**src/rtl/dpca_pkg.sv**
```systemverilog
package dpca_pkg;

   typedef enum logic [1:0] {
      OWN_NONE  = 2'd0,
      OWN_LEFT  = 2'd1,
      OWN_RIGHT = 2'd2
   } owner_e;

   localparam int NUM_PORTS = 2;
   localparam int P_LEFT    = 0;
   localparam int P_RIGHT   = 1;

endpackage

```
**src/rtl/dpca_port_track.sv**
```systemverilog
// Per-port request history: one register stage of enable, write request
// and address. "stay" marks a request already present last cycle.
module dpca_port_track #(
   parameter int ADDR_W = 8
) (
   input  logic              clk,
   input  logic              rst,
   input  logic              en,
   input  logic              wr,
   input  logic [ADDR_W-1:0] addr,
   output logic              stay,
   output logic              wreq_q,
   output logic [ADDR_W-1:0] addr_q
);

   logic en_q;

   always_ff @(posedge clk) begin
      if (rst) begin
         en_q   <= 1'b0;
         wreq_q <= 1'b0;
         addr_q <= '0;
      end else begin
         en_q   <= en;
         wreq_q <= en & wr;
         addr_q <= addr;
      end
   end

   always_comb begin
      stay = en & en_q & (addr == addr_q);
   end

   // the memory-side address trails the port address by one cycle
   a_r9_addr_delay: assert property (@(posedge clk) disable iff (rst)
      en |=> (addr_q == $past(addr)));

endmodule

```
**src/rtl/dpca_resolver.sv**
```systemverilog
// Collision detect, arrival-order ownership and registered busy flags.
module dpca_resolver
   import dpca_pkg::*;
#(
   parameter int ADDR_W   = 8,
   parameter bit TIE_LEFT = 1'b1
) (
   input  logic              clk,
   input  logic              rst,
   input  logic [1:0]        en,
   input  logic [ADDR_W-1:0] addr_l,
   input  logic [ADDR_W-1:0] addr_r,
   input  logic [1:0]        stay,
   output logic [1:0]        busy_n
);

   logic   match;
   owner_e owner_q;
   owner_e owner_d;
   owner_e tie_win;

   generate
      if (TIE_LEFT) begin : g_tie_left
         assign tie_win = OWN_LEFT;
      end else begin : g_tie_right
         assign tie_win = OWN_RIGHT;
      end
   endgenerate

   always_comb begin
      match = en[P_LEFT] & en[P_RIGHT] & (addr_l == addr_r);
   end

   always_comb begin
      owner_d = OWN_NONE;
      if (match) begin
         case ({stay[P_RIGHT], stay[P_LEFT]})
            2'b01:   owner_d = OWN_LEFT;
            2'b10:   owner_d = OWN_RIGHT;
            2'b11:   owner_d = (owner_q == OWN_NONE) ? tie_win : owner_q;
            default: owner_d = tie_win;
         endcase
      end
   end

   always_ff @(posedge clk) begin
      if (rst) begin
         owner_q <= OWN_NONE;
         busy_n  <= 2'b11;
      end else begin
         owner_q         <= owner_d;
         busy_n[P_LEFT]  <= (owner_d != OWN_RIGHT);
         busy_n[P_RIGHT] <= (owner_d != OWN_LEFT);
      end
   end

   // at most one port is told it lost
   a_r10_one_loser: assert property (@(posedge clk) disable iff (rst)
      busy_n != 2'b00);

   // no collision sampled means both flags released next cycle
   a_r6_release: assert property (@(posedge clk) disable iff (rst)
      !match |=> (busy_n == 2'b11));

   // a right-port winner keeps the location while both stay
   a_r5_hold_right: assert property (@(posedge clk) disable iff (rst)
      (match && (stay == 2'b11) && !busy_n[P_LEFT]) |=> !busy_n[P_LEFT]);

   // a left-port winner keeps the location while both stay
   a_r5_hold_left: assert property (@(posedge clk) disable iff (rst)
      (match && (stay == 2'b11) && !busy_n[P_RIGHT]) |=> !busy_n[P_RIGHT]);

   // simultaneous arrival goes to the left port
   a_r4_tie_left: assert property (@(posedge clk) disable iff (rst)
      (TIE_LEFT && match && (stay == 2'b00)) |=> (busy_n == 2'b01));

   // a newcomer against an incumbent loses
   a_r3_newcomer_loses: assert property (@(posedge clk) disable iff (rst)
      (match && (stay == 2'b01)) |=> (busy_n == 2'b01));

endmodule

```
**src/rtl/dpca_wgate.sv**
```systemverilog
// Chooses the busy source per mode and gates the delayed write requests.
module dpca_wgate
   import dpca_pkg::*;
#(
   parameter int PORTS = NUM_PORTS
) (
   input  logic             is_master,
   input  logic [PORTS-1:0] busy_loc_n,
   input  logic [PORTS-1:0] busy_in_n,
   input  logic [PORTS-1:0] wreq_q,
   output logic [PORTS-1:0] busy_out_n,
   output logic [PORTS-1:0] mem_we
);

   generate
      for (genvar p = 0; p < PORTS; p++) begin : g_port
         logic busy_eff_n;
         assign busy_eff_n    = is_master ? busy_loc_n[p] : busy_in_n[p];
         assign busy_out_n[p] = is_master ? busy_loc_n[p] : 1'b1;
         assign mem_we[p]     = wreq_q[p] & busy_eff_n;
      end
   endgenerate

endmodule

```
**src/rtl/dpca_arbiter.sv**
```systemverilog
module dpca_arbiter
   import dpca_pkg::*;
#(
   parameter int ADDR_W   = 8,
   parameter bit TIE_LEFT = 1'b1
) (
   input  logic              clk,
   input  logic              rst,
   input  logic              is_master,
   input  logic              l_en,
   input  logic              l_wr,
   input  logic [ADDR_W-1:0] l_addr,
   input  logic              r_en,
   input  logic              r_wr,
   input  logic [ADDR_W-1:0] r_addr,
   input  logic              l_busy_in_n,
   input  logic              r_busy_in_n,
   output logic              l_busy_n,
   output logic              r_busy_n,
   output logic              l_mem_we,
   output logic [ADDR_W-1:0] l_mem_addr,
   output logic              r_mem_we,
   output logic [ADDR_W-1:0] r_mem_addr
);

   generate
      if (ADDR_W < 1 || ADDR_W > 32) begin : g_bad_width
         $error("dpca_arbiter: ADDR_W must be within 1..32");
      end
   endgenerate

   logic [NUM_PORTS-1:0]             en_v;
   logic [NUM_PORTS-1:0]             wr_v;
   logic [NUM_PORTS-1:0][ADDR_W-1:0] addr_v;
   logic [NUM_PORTS-1:0][ADDR_W-1:0] addr_q_v;
   logic [NUM_PORTS-1:0]             stay_v;
   logic [NUM_PORTS-1:0]             wreq_q_v;
   logic [NUM_PORTS-1:0]             busy_loc_n;
   logic [NUM_PORTS-1:0]             busy_out_n;
   logic [NUM_PORTS-1:0]             we_v;

   assign en_v   = {r_en, l_en};
   assign wr_v   = {r_wr, l_wr};
   assign addr_v = {r_addr, l_addr};

   generate
      for (genvar p = 0; p < NUM_PORTS; p++) begin : g_trk
         dpca_port_track #(.ADDR_W(ADDR_W)) trk_i (
            .clk    (clk),
            .rst    (rst),
            .en     (en_v[p]),
            .wr     (wr_v[p]),
            .addr   (addr_v[p]),
            .stay   (stay_v[p]),
            .wreq_q (wreq_q_v[p]),
            .addr_q (addr_q_v[p])
         );
      end
   endgenerate

   dpca_resolver #(.ADDR_W(ADDR_W), .TIE_LEFT(TIE_LEFT)) res_i (
      .clk    (clk),
      .rst    (rst),
      .en     (en_v),
      .addr_l (addr_v[P_LEFT]),
      .addr_r (addr_v[P_RIGHT]),
      .stay   (stay_v),
      .busy_n (busy_loc_n)
   );

   dpca_wgate #(.PORTS(NUM_PORTS)) wg_i (
      .is_master  (is_master),
      .busy_loc_n (busy_loc_n),
      .busy_in_n  ({r_busy_in_n, l_busy_in_n}),
      .wreq_q     (wreq_q_v),
      .busy_out_n (busy_out_n),
      .mem_we     (we_v)
   );

   assign l_busy_n   = busy_out_n[P_LEFT];
   assign r_busy_n   = busy_out_n[P_RIGHT];
   assign l_mem_we   = we_v[P_LEFT];
   assign r_mem_we   = we_v[P_RIGHT];
   assign l_mem_addr = addr_q_v[P_LEFT];
   assign r_mem_addr = addr_q_v[P_RIGHT];

   // in master mode a flagged port never writes
   a_r7_block_left: assert property (@(posedge clk) disable iff (rst)
      (is_master && !l_busy_n) |-> !l_mem_we);
   a_r7_block_right: assert property (@(posedge clk) disable iff (rst)
      (is_master && !r_busy_n) |-> !r_mem_we);

   // slave mode keeps its own busy outputs quiet
   a_r8_slave_quiet: assert property (@(posedge clk) disable iff (rst)
      !is_master |-> (l_busy_n && r_busy_n));

   // slave write blocked by the incoming busy flag
   a_r8_slave_gate: assert property (@(posedge clk) disable iff (rst)
      (!is_master && !l_busy_in_n) |-> !l_mem_we);

endmodule

```
**config.mk**
```make
export PLATFORM = sky130hd
export DESIGN_NAME = dpca_arbiter
export DESIGN_NICKNAME = d
export VERILOG_FILES = /design/src/rtl/dpca_pkg.sv /design/src/rtl/dpca_port_track.sv /design/src/rtl/dpca_resolver.sv /design/src/rtl/dpca_wgate.sv /design/src/rtl/dpca_arbiter.sv
export SDC_FILE = /design/constraint.sdc
export NUM_CORES = 1
export LEC_CHECK = 0
export ABC_AREA = 1
export BUFFER_PORTS_ARGS = -buffer_cell sky130_fd_sc_hd__buf_2
export CORE_UTILIZATION = 40
export CTS_CLUSTER_SIZE = 16
export DETAILED_ROUTE_END_ITERATION = 6
export GPL_ROUTABILITY_DRIVEN = 0
export PLACE_DENSITY = 0.71
export RECOVER_POWER = 100
export SLEW_MARGIN = 20
export SYNTH_ARGS = -nofsm -noshare
export SYNTH_HDL_FRONTEND = slang
export SYNTH_SLANG_ARGS = --single-unit
```
**constraint.sdc**
```tcl
create_clock -name clk -period 1 [get_ports clk]
set_input_delay 0.1 -clock clk [delete_from_list [all_inputs] [get_ports clk]]
set_output_delay 0.1 -clock clk [all_outputs]
set_load 0.01 [all_outputs]
```
==> results of run 1 <==
sequential cells by signal, summed over array words and instances, names as in the netlist:
| register | count |
|---|---|
| g_trk.trk_i.addr_q | 16 |
| g_trk.trk_i.en_q | 2 |
| g_trk.trk_i.wreq_q | 2 |
| res_i.busy_n | 2 |
| res_i.owner_q | 2 |
layout make-up:
class | count | share of cell area, %
clock buffer | 3 | 1.60
tap | 30 | 2.66
multi-input combinational | 100 | 37.5
inverter | 28 | 7.45
sequential | 24 | 34.5
timing repair buffer | 46 | 16.3
critical path, stage by stage (launching register included):
cell and delay, ps:
dfxtp_2 360, inv_1 40, nand2_1 50, nand2_1 40
nor2_1 120, nand2_2 80, nor2_4 110, nand3_2 110
nand2_1 80, nand3_1 60
cell families after synthesis:
| kind of cell | synth area share (%) |
|---|---|
| XOR/XNOR | 8.69 |
| AO/OA/AOI/OAI | 5.53 |
| AND/OR/NAND/NOR | 32.3 |
| flip-flops | 43.3 |
| buffers and inverters | 10.2 |
worst paths after layout:
check	from	end	slack [ps]	cells past startpoint
setup reg to reg	g_trk[0].trk_i.addr_q[1]	res_i.busy_n[1]	-150	9
setup / recovery	g_trk[0].trk_i.addr_q[1]	res_i.busy_n[1]	-150	9
hold reg to reg	res_i.owner_q[1]	res_i.busy_n[0]	580	3
hold / removal	l_wr	g_trk[0].trk_i.wreq_q	20	3
per-stage QoR:
| step | instances | hold WS [ps] | util (%) | setup WS (ps) | TNS (ps) |
|---|---|---|---|---|---|
| 2_1_floorplan | 154 | 200 | - | -69.0 | -132 |
| 3_3_place_gp | 227 | 324 | 54.0 | -106 | -274 |
| 3_5_place_dp | 227 | 329 | 54.0 | -131 | -400 |
| 4_1_cts | 230 | 1.25 | 55.1 | -149 | -548 |
| 5_1_grt | 231 | 9.20 | 55.5 | -214 | -1050 |
| 6_report | 231 | 16.9 | 55.5 | -147 | -480 |
power breakdown:
group / switching [mW] / internal (mW) / leakage, nW
logic: 0.176 / 0.132 / 0.476
registers: 0.0271 / 1.00 / 0.199
clock network: 0.259 / 0.140 / 0.0138
synth_stat cells (all sizes together):
cell type | n | area, sq um
xnor2 | 6 | 52.6
clkbuf | 2 | 7.51
nor2 | 40 | 173
nor3 | 1 | 5.00
or2 | 1 | 6.26
nand2 | 28 | 118
o21ai | 8 | 40.0
dfxtp | 24 | 480
inv | 28 | 105
o211ai | 1 | 12.5
xor2 | 5 | 43.8
nand4 | 1 | 6.26
nand3 | 8 | 50.1
a21oi | 1 | 8.76
timing repair:
action,4_1_cts,5_1_grt
gates resized for setup,3,7
endpoints found under the setup margin,8,8
hold buffers,0,1
pin swaps,7,5
hold endpoints to repair,0,1
gates cloned,0,0
per-layer routing:
metal	track usage, %	up-vias	share of wire [%]
li1	-	552	-
met2	34.5	26	52
met3	2.78	2	5.3
met5	0	-	0
met1	17.9	486	42
met4	5.98	0	0.55
==> out/results.ini, run 1 <==
[floorplanning]
dieHeight_um=54.6
dieArea_sq_um=2990
rows=18
num_io_pins=45
die_w_um=54.6
core_sq_um=2540
start_util_pct=43.6

[worst_hold_path]
min_path_type=input pin to register

[timing]
max_slew_margin_pct=41.3
setup_viol_count_final=7
min_period_ps=1150
worst_pin_slew_ps=880
fin_crit_sh_pct=115
final.setup.worst_slack_ps=-147
hold_violations=0
finalMaxSlewViolations=0
fmax_ghz=0.872
rsz0062_at_grt=yes
skew_ps=0.804

[cts]
cts-htree-levels=1
clock_latency_ps=290
path_clk_slew_ps=120
cts.sinks=24
cts_tree=yes
clockBufferDepth=2
postCtsSetupRepairBufs=0
cts-buffers-inserted=3
cts_root_buffer=clkbuf_4

[yosys]
synth_cell_type_count=20
syn_nets=179
synthesis.area_sq_um=1110
syn_avg_cell_area_sq_um=7.20
ys_ff_latch=24
synthCells=154
ys_warn_count=0
seq_area_frac_synth_pct=43.3

[run]
cap_violations=0

[final_layout]
final_cell_mix=34 x buf_2, 32 x nor2_1, 22 x nand2_1, 20 x inv_1, 19 x dfxtp_1
final.fill_count=285
mostFrequentLayoutCell=buf_2
multi_input_area_sq_um=529
final_area_sq_um=1410
drive_above_1_share_pct=35.8
nets=228
regArea_sq_um=487
syn_to_final_growth_pct=27.3
diodes=0

[critical_path]
start_kind=register
required_ps=1200
cp-end-kind=register
path_class=register to register
arrival_ps=1340
critPathMaxFanout=3

[drt]
routed_wire_length_per_instance_um=10.2
drt-total-wl_mm=2.35
post-route-drc-count=0
routed-via-count=1066
viasPerCell=4.61
drt_pre_antenna_iters=2
first_iter_violations=8
ant_nets=0

[power]
vdd_drop_max_v=0.000671
p_leak_nw=0.690
power_density_nw_per_um2=1230
p_total_mw=1.73

[placement]
place_hpwl_mm=1.93
port_buffers=44
place_area_sq_um=1380

[global_routing]
grt_pass1_vias=968
grt_max_degree=21
antenna_found_initial=0
grt_pass1_wl_mm=3.71
grt_use_total_pct=17.4
gr-total-overflow=0

[outcome]
status=finished, violations left
violations=setup timing

Power figures use the tool's default switching activity.
==> run 2, diff against run 1 <==
ABC_AREA = not set   (was 1)
CAP_MARGIN = 20   (was not set)
PLACE_DENSITY = 0.72   (was 0.71)
==> run 2 against run 1 <==
  * The run still ends with setup timing left
  * Critical path type unchanged
  * Clock skew grew 2.4 ps
  * Via count shrank 25%
  * Maximum frequency shrank 12%
  * Utilization grew 5.8 points
  * Register-to-register slack lost 160 ps
  * Final cell count shrank 26%
  * Highest routed layer unchanged
  * Power grew 0.46%
  * Worst hold slack gained 41 ps
  * Wire length shrank 12%
  * First-iteration DRC count shrank 75%
  * Die area shrank 9.7%
  * Sequential power is essentially flat
==> out/results.ini, run 2 <==
[outcome]
status=finished, violations left
violations=setup timing

[yosys]
synth-edff-count=0
yosysTopAreaCell=dfxtp_1
ys_ff_latch=24
yosysMostFrequentCell=dfxtp_1
syn_avg_cell_area_sq_um=10.7
ys.flop_type=dfxtp_1
synthArstFlopShare_pct=0
yosys-top-cells-area=dfxtp_1 48%, xor2_1 12%, nor2b_1 12%
syn_nets=118
synthesis.area_sq_um=997
synth_cell_type_count=21
seq_area_frac_synth_pct=48.2
ys_warn_count=0
synthCells=93
synth_top_cell_area_share_pct=48.2
synth_common_cells=24 x dfxtp_1, 19 x nor2b_1, 14 x xor2_1

[floorplanning]
core_sq_um=2280
dieHeight_um=51.9
start_util_pct=43.8
rows=17
die_w_um=51.9
dieArea_sq_um=2700
num_io_pins=45

[cts]
clock_latency_ps=300
path_clk_slew_ps=120
cts_root_buffer=clkbuf_4
clockBufferDepth=2
cts_tree=yes
cts.sinks=24
postCtsSetupRepairBufs=0
cts-buffers-inserted=3
cts-htree-levels=1

[global_routing]
grt_pass1_vias=803
gr-total-overflow=0
grt_max_degree=18
grt_pass1_wl_mm=3.29
antenna_found_initial=0
grt_use_total_pct=17.3

[final_layout]
top_register=g_trk.trk_i.addr_q
diodes=0
drive_above_1_share_pct=43.1
fin_cells=172
final_area_sq_um=1400
final_cell_mix=39 x buf_2, 20 x nor2b_1, 17 x dfxtp_1, 11 x xor2_1, 9 x xnor2_1
largest_reg_flops=16
mostFrequentLayoutCell=buf_2
nets=171
syn_to_final_growth_pct=39.9

[worst_hold_path]
min_delay_path_depth=2
min_path_type=input pin to register

[timing]
fmax_ghz=0.763
min_period_ps=1310
setup_viol_count_final=6
fin_crit_sh_pct=131
worst_pin_slew_ps=737
max_slew_margin_pct=50.9
setup_tns_ps=-1040
finalMaxSlewViolations=0
skew_ps=3.17
hold_violations=0
rsz0062_at_grt=yes
final.setup.worst_slack_ps=-310

[power]
p_total_mw=1.74
vdd_drop_max_v=0.000901
power_density_nw_per_um2=1250
p_leak_nw=0.648

[critical_path]
path_class=register to register
start_kind=register
arrival_ps=1510
r2r_start=g_trk[0].trk_i.addr_q[3]
critPathLaunch=g_trk[0].trk_i.addr_q[3]
r2r_slack_ps=-310
rr_worst_depth=4
r2r_end=res_i.owner_q[1]
critPathMaxFanout=2
required_ps=1200
cp-end-kind=register
endpoint=res_i.owner_q[1]

[drt]
routed-via-count=801
ant_nets=0
first_iter_violations=2
viasPerCell=4.66
drt-total-wl_mm=2.08
routed_wire_length_per_instance_um=12.1
post-route-drc-count=0
drt_pre_antenna_iters=3

[run]
cap_violations=0

[placement]
post-place-ws_ps=-242
place_hpwl_mm=1.59
port_buffers=44
place_area_sq_um=1290
placed_cells=166

==> run 2: cell types whose count changed in the layout (fill, tap and decap cells not counted), moves of 4 or more <==
cell | before | now
o21ai_0 | 4 | 0
buf_2 | 34 | 39
nand2_1 | 22 | 0
xor2_1 | 5 | 11
nor2b_1 | 0 | 20
inv_2 | 8 | 0
nand2_2 | 6 | 0
clkbuf_1 | 9 | 3
nor2_2 | 6 | 0
nor2_1 | 32 | 0
inv_1 | 20 | 1
==> run 2: power by group <==
part           internal [mW]  total, mW  switching (mW)
Combinational          0.161      0.318           0.157
Sequential              1.00       1.03          0.0267
Clock                  0.140      0.396           0.256
Total                   1.30       1.74           0.440
==> run 2: worst min path at each step <==
stage,start,end,slack [ps]
2_1_floorplan,rst,g_trk[0].trk_i.addr_q[6],160
4_1_cts,l_addr[2],g_trk[0].trk_i.addr_q[2],50
3_3_place_gp,r_wr,g_trk[1].trk_i.wreq_q,310
3_5_place_dp,rst,g_trk[1].trk_i.en_q,310
6_report,r_addr[7],g_trk[1].trk_i.addr_q[7],60
5_1_grt,r_addr[2],g_trk[1].trk_i.addr_q[2],50
==> run 2: cell families (layout without fill, tap and decap cells) <==
group | count (synthesis) | in the layout | synth area share, %
AO/OA/AOI/OAI | 3 | 3 | 2.13
buffers and inverters | 2 | 53 | 0.752
AND/OR/NAND/NOR | 38 | 38 | 25.8
flip-flops | 24 | 24 | 48.2
XOR/XNOR | 24 | 24 | 21.1
multiplexers | 2 | 2 | 2.01
==> run 2: worst max-delay path: stages, from the launching register on <==
cell and delay (ps):
dfxtp_1 340, xor2_1 160, nor3_1 290, nand4_1 210
and3b_1 220
==> run 2: per-stage QoR <==
step | utilization, % | hold WS, ps
after floorplan | - | 164
after global placement | 56.5 | 311
after detailed placement | 56.5 | 307
after CTS | 60.5 | 46.8
after global routing | 61.3 | 47.8
final | 61.3 | 57.5
==> run 2: repair_timing <==
| action | CTS | global route |
|---|---|---|
| endpoints found under the hold margin | 3 | 0 |
| gates resized for setup | 8 | 6 |
| gates cloned | 0 | 0 |
| endpoints found under the setup margin | 8 | 9 |
| pin swaps | 5 | 4 |
| hold buffers | 3 | 0 |
==> run 2: per-layer routing <==
layer / part of all wire (%) / track usage, % / vias up
li1: - / - / 408
met1: 41 / 19.9 / 367
met2: 54 / 28.8 / 22
met3: 4.2 / 4.68 / 4
met4: 1.3 / 9.46 / 0
met5: 0 / 0 / -
==> run 2: cell type report <==
class	instances	area, sq um
fill	195	881
multi-input combinational	67	563
sequential	24	489
timing repair buffer	49	282
tap	28	35.0
clock buffer	3	22.5
inverter	1	3.75
